==> config.mk <==
export PLATFORM = sky130hd
export DESIGN_NAME = chan_acw_stepper
export DESIGN_NICKNAME = d
export VERILOG_FILES = /design/src/rtl/chan_acw_stepper.sv
export SDC_FILE = /design/constraint.sdc
export NUM_CORES = 1
export LEC_CHECK = 0
export CORE_ASPECT_RATIO = 0.6
export CORE_MARGIN = 1
export CORE_UTILIZATION = 61
export DETAILED_ROUTE_END_ITERATION = 12
export DONT_BUFFER_PORTS = 1
export PLACE_DENSITY = 0.85
export SETUP_SLACK_MARGIN = 0.5
export SYNTH_ARGS = -nofsm -noshare
export SYNTH_HDL_FRONTEND = slang
export SYNTH_SLANG_ARGS = --single-unit
==> constraint.sdc <==
create_clock -name clk -period 3.6 [get_ports clk]
set_clock_uncertainty 0.15 [all_clocks]
set_input_delay 0.72 -clock clk [delete_from_list [all_inputs] [get_ports clk]]
set_output_delay 0.72 -clock clk [all_outputs]
set_load 0.02 [all_outputs]
==> src/rtl/chan_acw_stepper.sv <==
module chan_acw_stepper #(
  parameter int ADDR_W = 18
) (
  input  logic        clk,
  input  logic        rst_n,
  input  logic        quarter_mode,
  input  logic        is_output,
  input  logic        xfer_go,
  input  logic [35:0] acw_in,
  output logic [35:0] acw_out,
  output logic [1:0]  lane_sel,
  output logic        word_step,
  output logic        mon_irq,
  output logic        eot_req,
  output logic        term_pulse,
  output logic        refuse_err
);
  localparam int HW_W = 33 - ADDR_W;
  localparam int QW_W = 30 - ADDR_W;

  logic [1:0]        step;
  logic [ADDR_W-1:0] addr, addr_nx;
  logic [HW_W-1:0]   cnt_h;
  logic [QW_W-1:0]   cnt_q;
  logic [HW_W-1:0]   cnt;
  logic [1:0]        pos_q, ctl;
  logic              pos_h, last, empty, early;
  logic [35:0]       acw_nx;
  logic [1:0]        lane_nx;

  assign step  = acw_in[35:34];
  assign addr  = acw_in[ADDR_W-1:0];
  assign cnt_h = acw_in[32:18];
  assign cnt_q = acw_in[29:18];
  assign pos_h = acw_in[33];
  assign pos_q = acw_in[33:32];
  assign ctl   = acw_in[31:30];
  assign cnt   = quarter_mode ? HW_W'(cnt_q) : cnt_h;
  assign last  = quarter_mode ? (pos_q == 2'b11) : pos_h;
  assign empty = (cnt == '0);
  assign lane_nx = quarter_mode ? pos_q : {1'b0, pos_h};
  assign early = quarter_mode && is_output && last && (cnt == HW_W'(2));

  always_comb begin
    case (step)
      2'b00:   addr_nx = addr + 1'b1;
      2'b10:   addr_nx = addr - 1'b1;
      default: addr_nx = addr;
    endcase
  end

  always_comb begin
    if (empty)
      acw_nx = acw_in;
    else if (quarter_mode)
      acw_nx = last ? {step, 2'b00, ctl, cnt_q - 1'b1, addr_nx}
                    : {step, pos_q + 2'b01, ctl, cnt_q, addr};
    else
      acw_nx = last ? {step, 1'b0, cnt_h - 1'b1, addr_nx}
                    : {step, 1'b1, cnt_h, addr};
  end

  always_ff @(posedge clk) begin
    if (!rst_n) begin
      acw_out    <= '0;
      lane_sel   <= '0;
      word_step  <= 1'b0;
      mon_irq    <= 1'b0;
      eot_req    <= 1'b0;
      term_pulse <= 1'b0;
      refuse_err <= 1'b0;
    end else begin
      word_step  <= 1'b0;
      mon_irq    <= 1'b0;
      eot_req    <= 1'b0;
      term_pulse <= 1'b0;
      refuse_err <= 1'b0;
      if (xfer_go) begin
        acw_out    <= acw_nx;
        lane_sel   <= lane_nx;
        refuse_err <= empty;
        word_step  <= last && !empty;
        term_pulse <= last && (cnt == HW_W'(1));
        mon_irq    <= (last && (cnt == HW_W'(1))) || (early && ctl[0]);
        eot_req    <= early && ctl[1];
      end
    end
  end

  a_r11_idle_quiet: assert property (@(posedge clk) disable iff (!rst_n)
    !xfer_go |=> !(word_step || mon_irq || eot_req || term_pulse || refuse_err));
  a_r10_refuse_hold: assert property (@(posedge clk) disable iff (!rst_n)
    refuse_err |-> (acw_out == $past(acw_in)) && !(word_step || mon_irq || eot_req || term_pulse));
  a_r6_term_has_mon: assert property (@(posedge clk) disable iff (!rst_n)
    term_pulse |-> mon_irq && word_step);
  a_r8_eot_quarter_out: assert property (@(posedge clk) disable iff (!rst_n)
    eot_req |-> $past(quarter_mode) && $past(is_output) && word_step);
  a_r12_step_clears_pos: assert property (@(posedge clk) disable iff (!rst_n)
    word_step && !$past(quarter_mode) |-> !acw_out[33] && $past(acw_in[33]));
  a_r4_quarter_wrap: assert property (@(posedge clk) disable iff (!rst_n)
    word_step && $past(quarter_mode) |-> acw_out[33:32] == 2'b00 && acw_out[31:30] == $past(acw_in[31:30]));
endmodule

==> key figures, run 1 <==
Clocking
  – CTS Root Cell: clkbuf_8
  – Latest clock arrival within the worst-skew pair: 0.29 ns
  – Post-CTS setup buffers: 0
  – Post-CTS resize count: 0
  – Number of H-tree levels: 2
  – Max clock buf depth: 2
  – Clock transition at path regs: 0.09 ns
  – Hold-fix buffers, CTS: 0
  – Cts bufs inserted: 5
  – CTS tree: built
  – CTS Sinks: 43

Die
  – Rows: 18
  – Die ar.: 4810 sq um
  – Core ar.: 4230 sq um
  – Ports: 84
  – Die height: 54.1 um
  – Starting Density: 65.2%
  – Die W: 88.9 um

Synth
  – Largest family of logic cells by synthesized area: simple AND/OR/NAND/NOR gates
  – Mux cell area share after synthesis: 1.90%
  – Avg Inst Size Synth: 7.76 sq um
  – Primary FF master, synth: dfxtp_1
  – Synth Area in Compound Gates: 24.0%
  – Post-synth top area share: 31.2%
  – Post-synthesis sequential area ratio: 31.2%
  – Largest cells by area after synthesis: dfxtp_1 (31%), a21oi_1 (6.7%), o21ai_0 (5.8%)
  – Synth Area in Simple Gates: 26.8%
  – EDFF count, synth: 0
  – Mapped Nets: 403
  – Number of synthesized register bits: 43
  – Asr flop ratio synth: 0%
  – Synth area leader: dfxtp_1
  – Post-synth cell types: 57
  – Commonest cells in the synthesized netlist: dfxtp_1 (43), a21oi_1 (37), nand2_1 (32), o21ai_0 (32), nor2_1 (31)
  – Xor/xnor share of the synthesized area: 7.93%
  – Top-count cell post-synth: dfxtp_1
  – Mapped Area: 2760 sq um
  – Ys Warns: 0
  – Adder-Cell Fraction of Synth Area: 2.72%
  – Post-Synthesis Cells: 356

STA
  – Final hold vios: 0
  – Worst-margin pin slew: 0.781 ns
  – Relative slew slack: 47.6%
  – Maximum clock frequency: 0.348 GHz
  – Unrepaired setup endpoints after global routing: no
  – Setup violators final: 0
  – Final worst slack: 0.726 ns
  – Minimum clock period: 2.87 ns
  – Fin crit share: 79.8%
  – Fin. max-slew vios: 0
  – Final TNS setup: 0 ns
  – Hold WS: 0.377 ns

Hold path
  – Worst hold endpoint: acw_out[23]
  – Hold_sp: xfer_go
  – WHS Path Cells: 1
  – Hold Crit Class: in -> reg

Layout
  – Antenna diodes: 0
  – Footprint of the multi-input gates: 1750 sq um
  – Area growth syn-to-layout: 2.40%
  – Final Cell Area: 2830 sq um
  – Fillers: 377
  – Share of layout cells above drive strength 1: 5.81%
  – NumNets Final: 390
  – Register area: 861 sq um
  – Post-layout util: 66.8%

Outcome
  – Outcome: finished clean

Setup path
  – Crit path required time: 3.66 ns
  – Setup crit start kind: input port
  – CP Cell Sequence: or4_1, nor4_1, a211o_1, nor3_1, xnor2_1, a211oi_1
  – Crit-path slowest cell: or4_1
  – Setup CP Type: in -> reg
  – Worst path max stage delay: 0.62 ns
  – Reg2reg end: acw_out[15]
  – Reg2reg setup slack: 2.58 ns
  – Worst-path fanout max: 16
  – Reg2reg start: acw_out[15]
  – Data arrival, critical path: 2.94 ns
  – R2R cell count: 2
  – CP endpoint kind: register

Route
  – DRC violations left: 0
  – Drt total wl: 7380 um
  – Final ANT Viol Nets: 0
  – Post-DR vias/cell: 6.59
  – 1st-iter DRT viols: 311
  – Routed vias: 2661
  – TritonRoute pass-1 iters: 5
  – Avg WL per Cell: 18.3 um

Power
  – Cell area power density: 351 nW/um^2
  – Peak VDD IR: 0.255 mV
  – P_leak: 0.921 nW

Global routing
  – First-pass GRT wire length: 11100 um
  – Largest net degree at the start of global routing: 74
  – GR Overflow Total: 0
  – GR Util All Layers: 31.5%
  – Initial antenna violation count: 0
  – Vias in the first global route: 2180

Placed design
  – GP Congestion: 0.978
  – IO buf count: 0
  – Minimum setup slack after placement: 0.434 ns
  – Dpl cell area: 2740 sq um
  – Dpl hpwl: 5500 um

Run
  – Max Cap Viol: 0
[cell usage in the layout, fill, tap and decap left out, types with 2 or more instances in the layout]
master / n
a211oi_1: 8
a21o_1: 3
a211o_1: 2
nor4_1: 9
a21oi_1: 37
a31oi_1: 3
clkbuf_8: 5
nor4b_1: 2
nor2b_1: 2
nand4_1: 7
xor2_1: 12
and2_1: 2
nand3_1: 12
o21ai_1: 2
buf_4: 4
nor2_1: 31
o2111ai_1: 2
o21ai_0: 32
inv_1: 6
nand2_1: 32
dfxtp_1: 43
or4_1: 10
a311oi_1: 4
nor3b_1: 2
and4_1: 3
xnor2_1: 13
ha_1: 6
and3_1: 2
mux2i_1: 3
or3_1: 4
nand2b_1: 3
nor3_1: 13
[sequential cells by signal, indices dropped and copies added (netlist names)]
name,count
acw_out,36
eot_req,1
lane_sel,2
mon_irq,1
refuse_err,1
term_pulse,1
word_step,1
[layer usage]
metal | global-route usage [%] | up-vias | wire (um)
met5 | 0 | - | 0
met2 | 43.8 | 148 | 2870
met3 | 11.2 | 5 | 939
met1 | 46.3 | 1226 | 3530
li1 | - | 1282 | -
met4 | 5.65 | 0 | 43
[final cells by class]
cell class	instances	share of cell area, %
Tap cell	60	2.65
Clock buffer	6	2.57
Clock inverter	2	0.442
Inverter	7	0.929
Timing Repair Buffer	4	1.06
Sequential cell	43	30.4
Multi-Input combinational cell	282	61.9
[worst max-delay path: cells and delay by family]
kind             cells  cell delay, ns
AND/OR/NAND/NOR      3            1.33
AO/OA/AOI/OAI        2            0.73
XOR/XNOR             1            0.15
[logic make-up after synthesis]
kind of cell / Yosys count
buffers and inverters: 31
and+or+nand+nor: 140
adders and majority gates: 6
xor gates and xnor gates: 25
muxes: 5
AOI/OAI and AO/OA: 106
DFF: 43
[per-stage QoR]
step                total power (W)  instances
finish                     0.000992        404
CTS                        0.000995        404
global route                0.00104        404
detailed placement         0.000698        396
floorplan                  0.000692        356
global placement           0.000695        396
[worst max path at each step]
stage          startpoint           to  slack (ns)  depth (start not counted)
2_1_floorplan  acw_in[35]  acw_out[16]        0.51                         11
3_3_place_gp   acw_in[21]  acw_out[10]        0.52                          6
3_5_place_dp   acw_in[21]  acw_out[10]        0.43                          6
4_1_cts        acw_in[21]   acw_out[8]        0.73                          6
5_1_grt        acw_in[21]  acw_out[12]        0.51                          6
6_report       acw_in[21]  acw_out[10]        0.73                          6
[report_power, final]
part,internal [W],leakage [nW],total (W),switching [W]
combinational,0.0000556,0.524,0.000126,0.0000707
clock,0.000136,0.0412,0.000303,0.000167
sequential,0.000506,0.356,0.000563,0.0000574
total,0.000697,0.921,0.000992,0.000295
Note: power is estimated with default switching activity, not from simulation.
==> run 2, diff against run 1 <==
Settings changed: ABC_AREA from default to 1.
Clock period 3.6 ns to 2.7 ns, I/O delays scaled along.
==> run 2 against run 1 <==
Largest power group unchanged. Sequential cell count is the same. Non-clock buffer count shrank 1. Via count grew 23%. Register-to-register slack lost 0.87 ns. Global-route usage shrank 0.91 points. Die area grew 17%. Hold slack lost 0.20 ns.
==> key figures, run 2 <==
Outcome
  – Outcome: finished clean

Synth
  – Synth Area in Compound Gates: 20.0%
  – Commonest cells in the synthesized netlist: nand2_1 (114), inv_1 (54), a21oi_1 (47), dfxtp_1 (43), nor2_1 (35)
  – Number of synthesized register bits: 43
  – Adder-Cell Fraction of Synth Area: 2.30%
  – Avg Inst Size Synth: 6.56 sq um
  – Post-synthesis sequential area ratio: 26.4%
  – Mapped Nets: 544
  – Post-synth cell types: 37
  – EDFF count, synth: 0
  – Asr flop ratio synth: 0%
  – Primary FF master, synth: dfxtp_1
  – Largest cells by area after synthesis: dfxtp_1 (26%), nand2_1 (13%), a21oi_1 (7.2%)
  – Post-synth top area share: 26.4%
  – Largest family of logic cells by synthesized area: simple AND/OR/NAND/NOR gates
  – Synth Area in Simple Gates: 35.4%
  – Ys Warns: 0
  – Mux cell area share after synthesis: 0%
  – Mapped Area: 3260 sq um
  – Top-count cell post-synth: nand2_1
  – Synth area leader: dfxtp_1
  – Xor/xnor share of the synthesized area: 5.10%
  – Post-Synthesis Cells: 497

Power
  – Clk pwr share: 29.3%
  – Int Power: 0.00103 W
  – P_leak: 1.54 nW
  – Combinational Power Share: 22.5%
  – Switching Share: 34.2%
  – Peak VDD IR: 0.308 mV
  – Sequential share of power: 48.1%
  – Cell area power density: 461 nW/um^2
  – Net Sw Power: 0.000534 W
  – Total power: 0.00156 W

Layout
  – Share of layout cells above drive strength 1: 15.2%
  – Top flop regs: acw_out (36), lane_sel (2)
  – Most frequent cells in the layout: nand2_1 (113), inv_1 (52), a21oi_1 (47)
  – NumNets Final: 534
  – Most common cell after layout, fill and taps aside: nand2_1
  – Most flops, register: acw_out
  – Area growth syn-to-layout: 3.99%
  – Post-layout util: 66.4%
  – Final non-filler cell total: 554
  – Antenna diodes: 0
  – Max reg flops: 36

Setup path
  – Crit path max-delay family: simple AND/OR/NAND/NOR gates
  – CP Cell Sequence: inv_2, buf_4, nand3_1, nand2_1, inv_1, nand2_1, nor2_1, nand2_2, nand2_4, a21oi_2, xor2_1, nand2_1, nand2_1, a21oi_2
  – Setup CP Type: in -> reg
  – Crit-path slowest cell: buf_4
  – Crit path required time: 2.70 ns
  – Setup crit start kind: input port
  – Data arrival, critical path: 2.10 ns
  – Reg2reg setup slack: 1.71 ns
  – R2R cell count: 4
  – CP endpoint kind: register
  – Worst-path fanout max: 13
  – CP Launch Point: acw_in[34]
  – Reg2reg start: acw_out[0]
  – Most Frequent Cell on Critical Path: nand2_1
  – Crit path to: acw_out[11]
  – Worst path max stage delay: 0.22 ns
  – WP buf/inv: 3
  – WP depth: 14
  – Reg2reg end: acw_out[0]

STA
  – Final hold vios: 0
  – Worst-margin pin slew: 0.693 ns
  – Relative slew slack: 53.7%
  – Fin crit share: 77.8%
  – Hold WS: 0.178 ns
  – Setup violators final: 0
  – Unrepaired setup endpoints after global routing: yes
  – Minimum clock period: 2.10 ns
  – Maximum clock frequency: 0.476 GHz
  – Final TNS setup: 0 ns
  – Fin. max-slew vios: 0

Clocking
  – Max clock buf depth: 2
  – Cts bufs inserted: 5
  – CTS Root Cell: clkbuf_8
  – CTS Sinks: 43
  – Clock transition at path regs: 0.09 ns
  – CTS tree: built
  – Post-CTS setup buffers: 0
  – Number of H-tree levels: 2
  – Latest clock arrival within the worst-skew pair: 0.29 ns

Global routing
  – First-pass GRT wire length: 13500 um
  – GR Util All Layers: 30.6%
  – Largest net degree at the start of global routing: 41
  – GR Overflow Total: 0
  – Initial antenna violation count: 0
  – Vias in the first global route: 2838

Hold path
  – Hold Crit Class: in -> reg
  – WHS Path Cells: 1

Die
  – Die W: 96.4 um
  – Starting Density: 63.9%
  – Rows: 20
  – Die ar.: 5650 sq um
  – Core ar.: 5100 sq um
  – Ports: 84
  – Die height: 58.6 um

Placed design
  – Placed cells: 546
  – Dpl hpwl: 6620 um
  – GP Congestion: 0.999
  – IO buf count: 0

Route
  – Drt total wl: 8640 um
  – Met2 WL: 3580 um
  – TritonRoute pass-1 iters: 5
  – Met3 WL: 961 um
  – Post-DR vias/cell: 5.89
  – Final ANT Viol Nets: 0
  – Avg WL per Cell: 15.6 um
  – DR top layer: met4
  – DRC violations left: 0
  – 1st-iter DRT viols: 303
  – Met1 Wirelength: 4040 um
  – Routed vias: 3264

Run
  – Max Cap Viol: 0
-- run 2: changes by cell type in the layout (fill, tap and decap cells not counted), moves of 11 or more --
| cell | delta |
|---|---|
| nand2_1 | +81 |
| xnor2_1 | -11 |
| inv_1 | +46 |
| nand2_2 | +19 |
| nand3_1 | +22 |
-- run 2: stage by stage --
stage          area, sq um  setup WS (ns)
3_5_place_dp          3270          0.313
2_1_floorplan         3290          0.480
3_3_place_gp          3270          0.369
6_report              3390          0.598
4_1_cts               3370          0.614
5_1_grt               3390          0.472
-- run 2: logic make-up (layout without fill, tap and decap cells) --
kind of cell / count (synthesis) / count (layout)
xor+xnor: 19 / 19
buf+inv: 82 / 73
flops: 43 / 43
simple gates: 238 / 238
compound gates: 109 / 109
fa+ha+maj: 6 / 6
-- run 2: layer usage --
metal  up-vias  global-route usage (%)
met4         0                    6.09
li1       1613                       -
met5         -                       0
met3         9                    10.3
met2       166                    43.7
met1      1476                    44.6
-- run 2: power groups by stage --
stage	combinational [W]	sequential [W]	clock (W)
after floorplan	0.000305	0.000757	0
after global placement	0.000336	0.000766	0
after detailed placement	0.000343	0.000767	0
after CTS	0.000346	0.000752	0.000459
after global routing	0.000395	0.000758	0.000485
final	0.000352	0.000752	0.000458
-- run 2: worst min-delay path by stage --
stage / startpoint / end / slack, ns
after floorplan: acw_out[12] / acw_out[12] / 0.39
after global routing: xfer_go / acw_out[27] / 0.17
after CTS: xfer_go / acw_out[20] / 0.17
after global placement: acw_out[3] / acw_out[3] / 0.40
final: xfer_go / acw_out[31] / 0.18
after detailed placement: acw_out[3] / acw_out[3] / 0.41
-- run 2: repair_timing --
| item | 4_1_cts | 5_1_grt |
|---|---|---|
| endpoints found under the hold margin | 0 | 0 |
| hold buffers | 0 | 0 |
| gates resized for setup | 0 | 3 |
| endpoints found under the setup margin | 0 | 6 |
-- run 2: final cells by class --
cell class | instances | area (sq um)
well taps | 66 | 82.6
clock buffers | 7 | 96.3
flip-flops and latches | 43 | 861
fillers | 461 | 1710
clock inverters | 1 | 7.51
repair buffers | 3 | 22.5
multi-input cells | 372 | 2090
inverters | 62 | 233
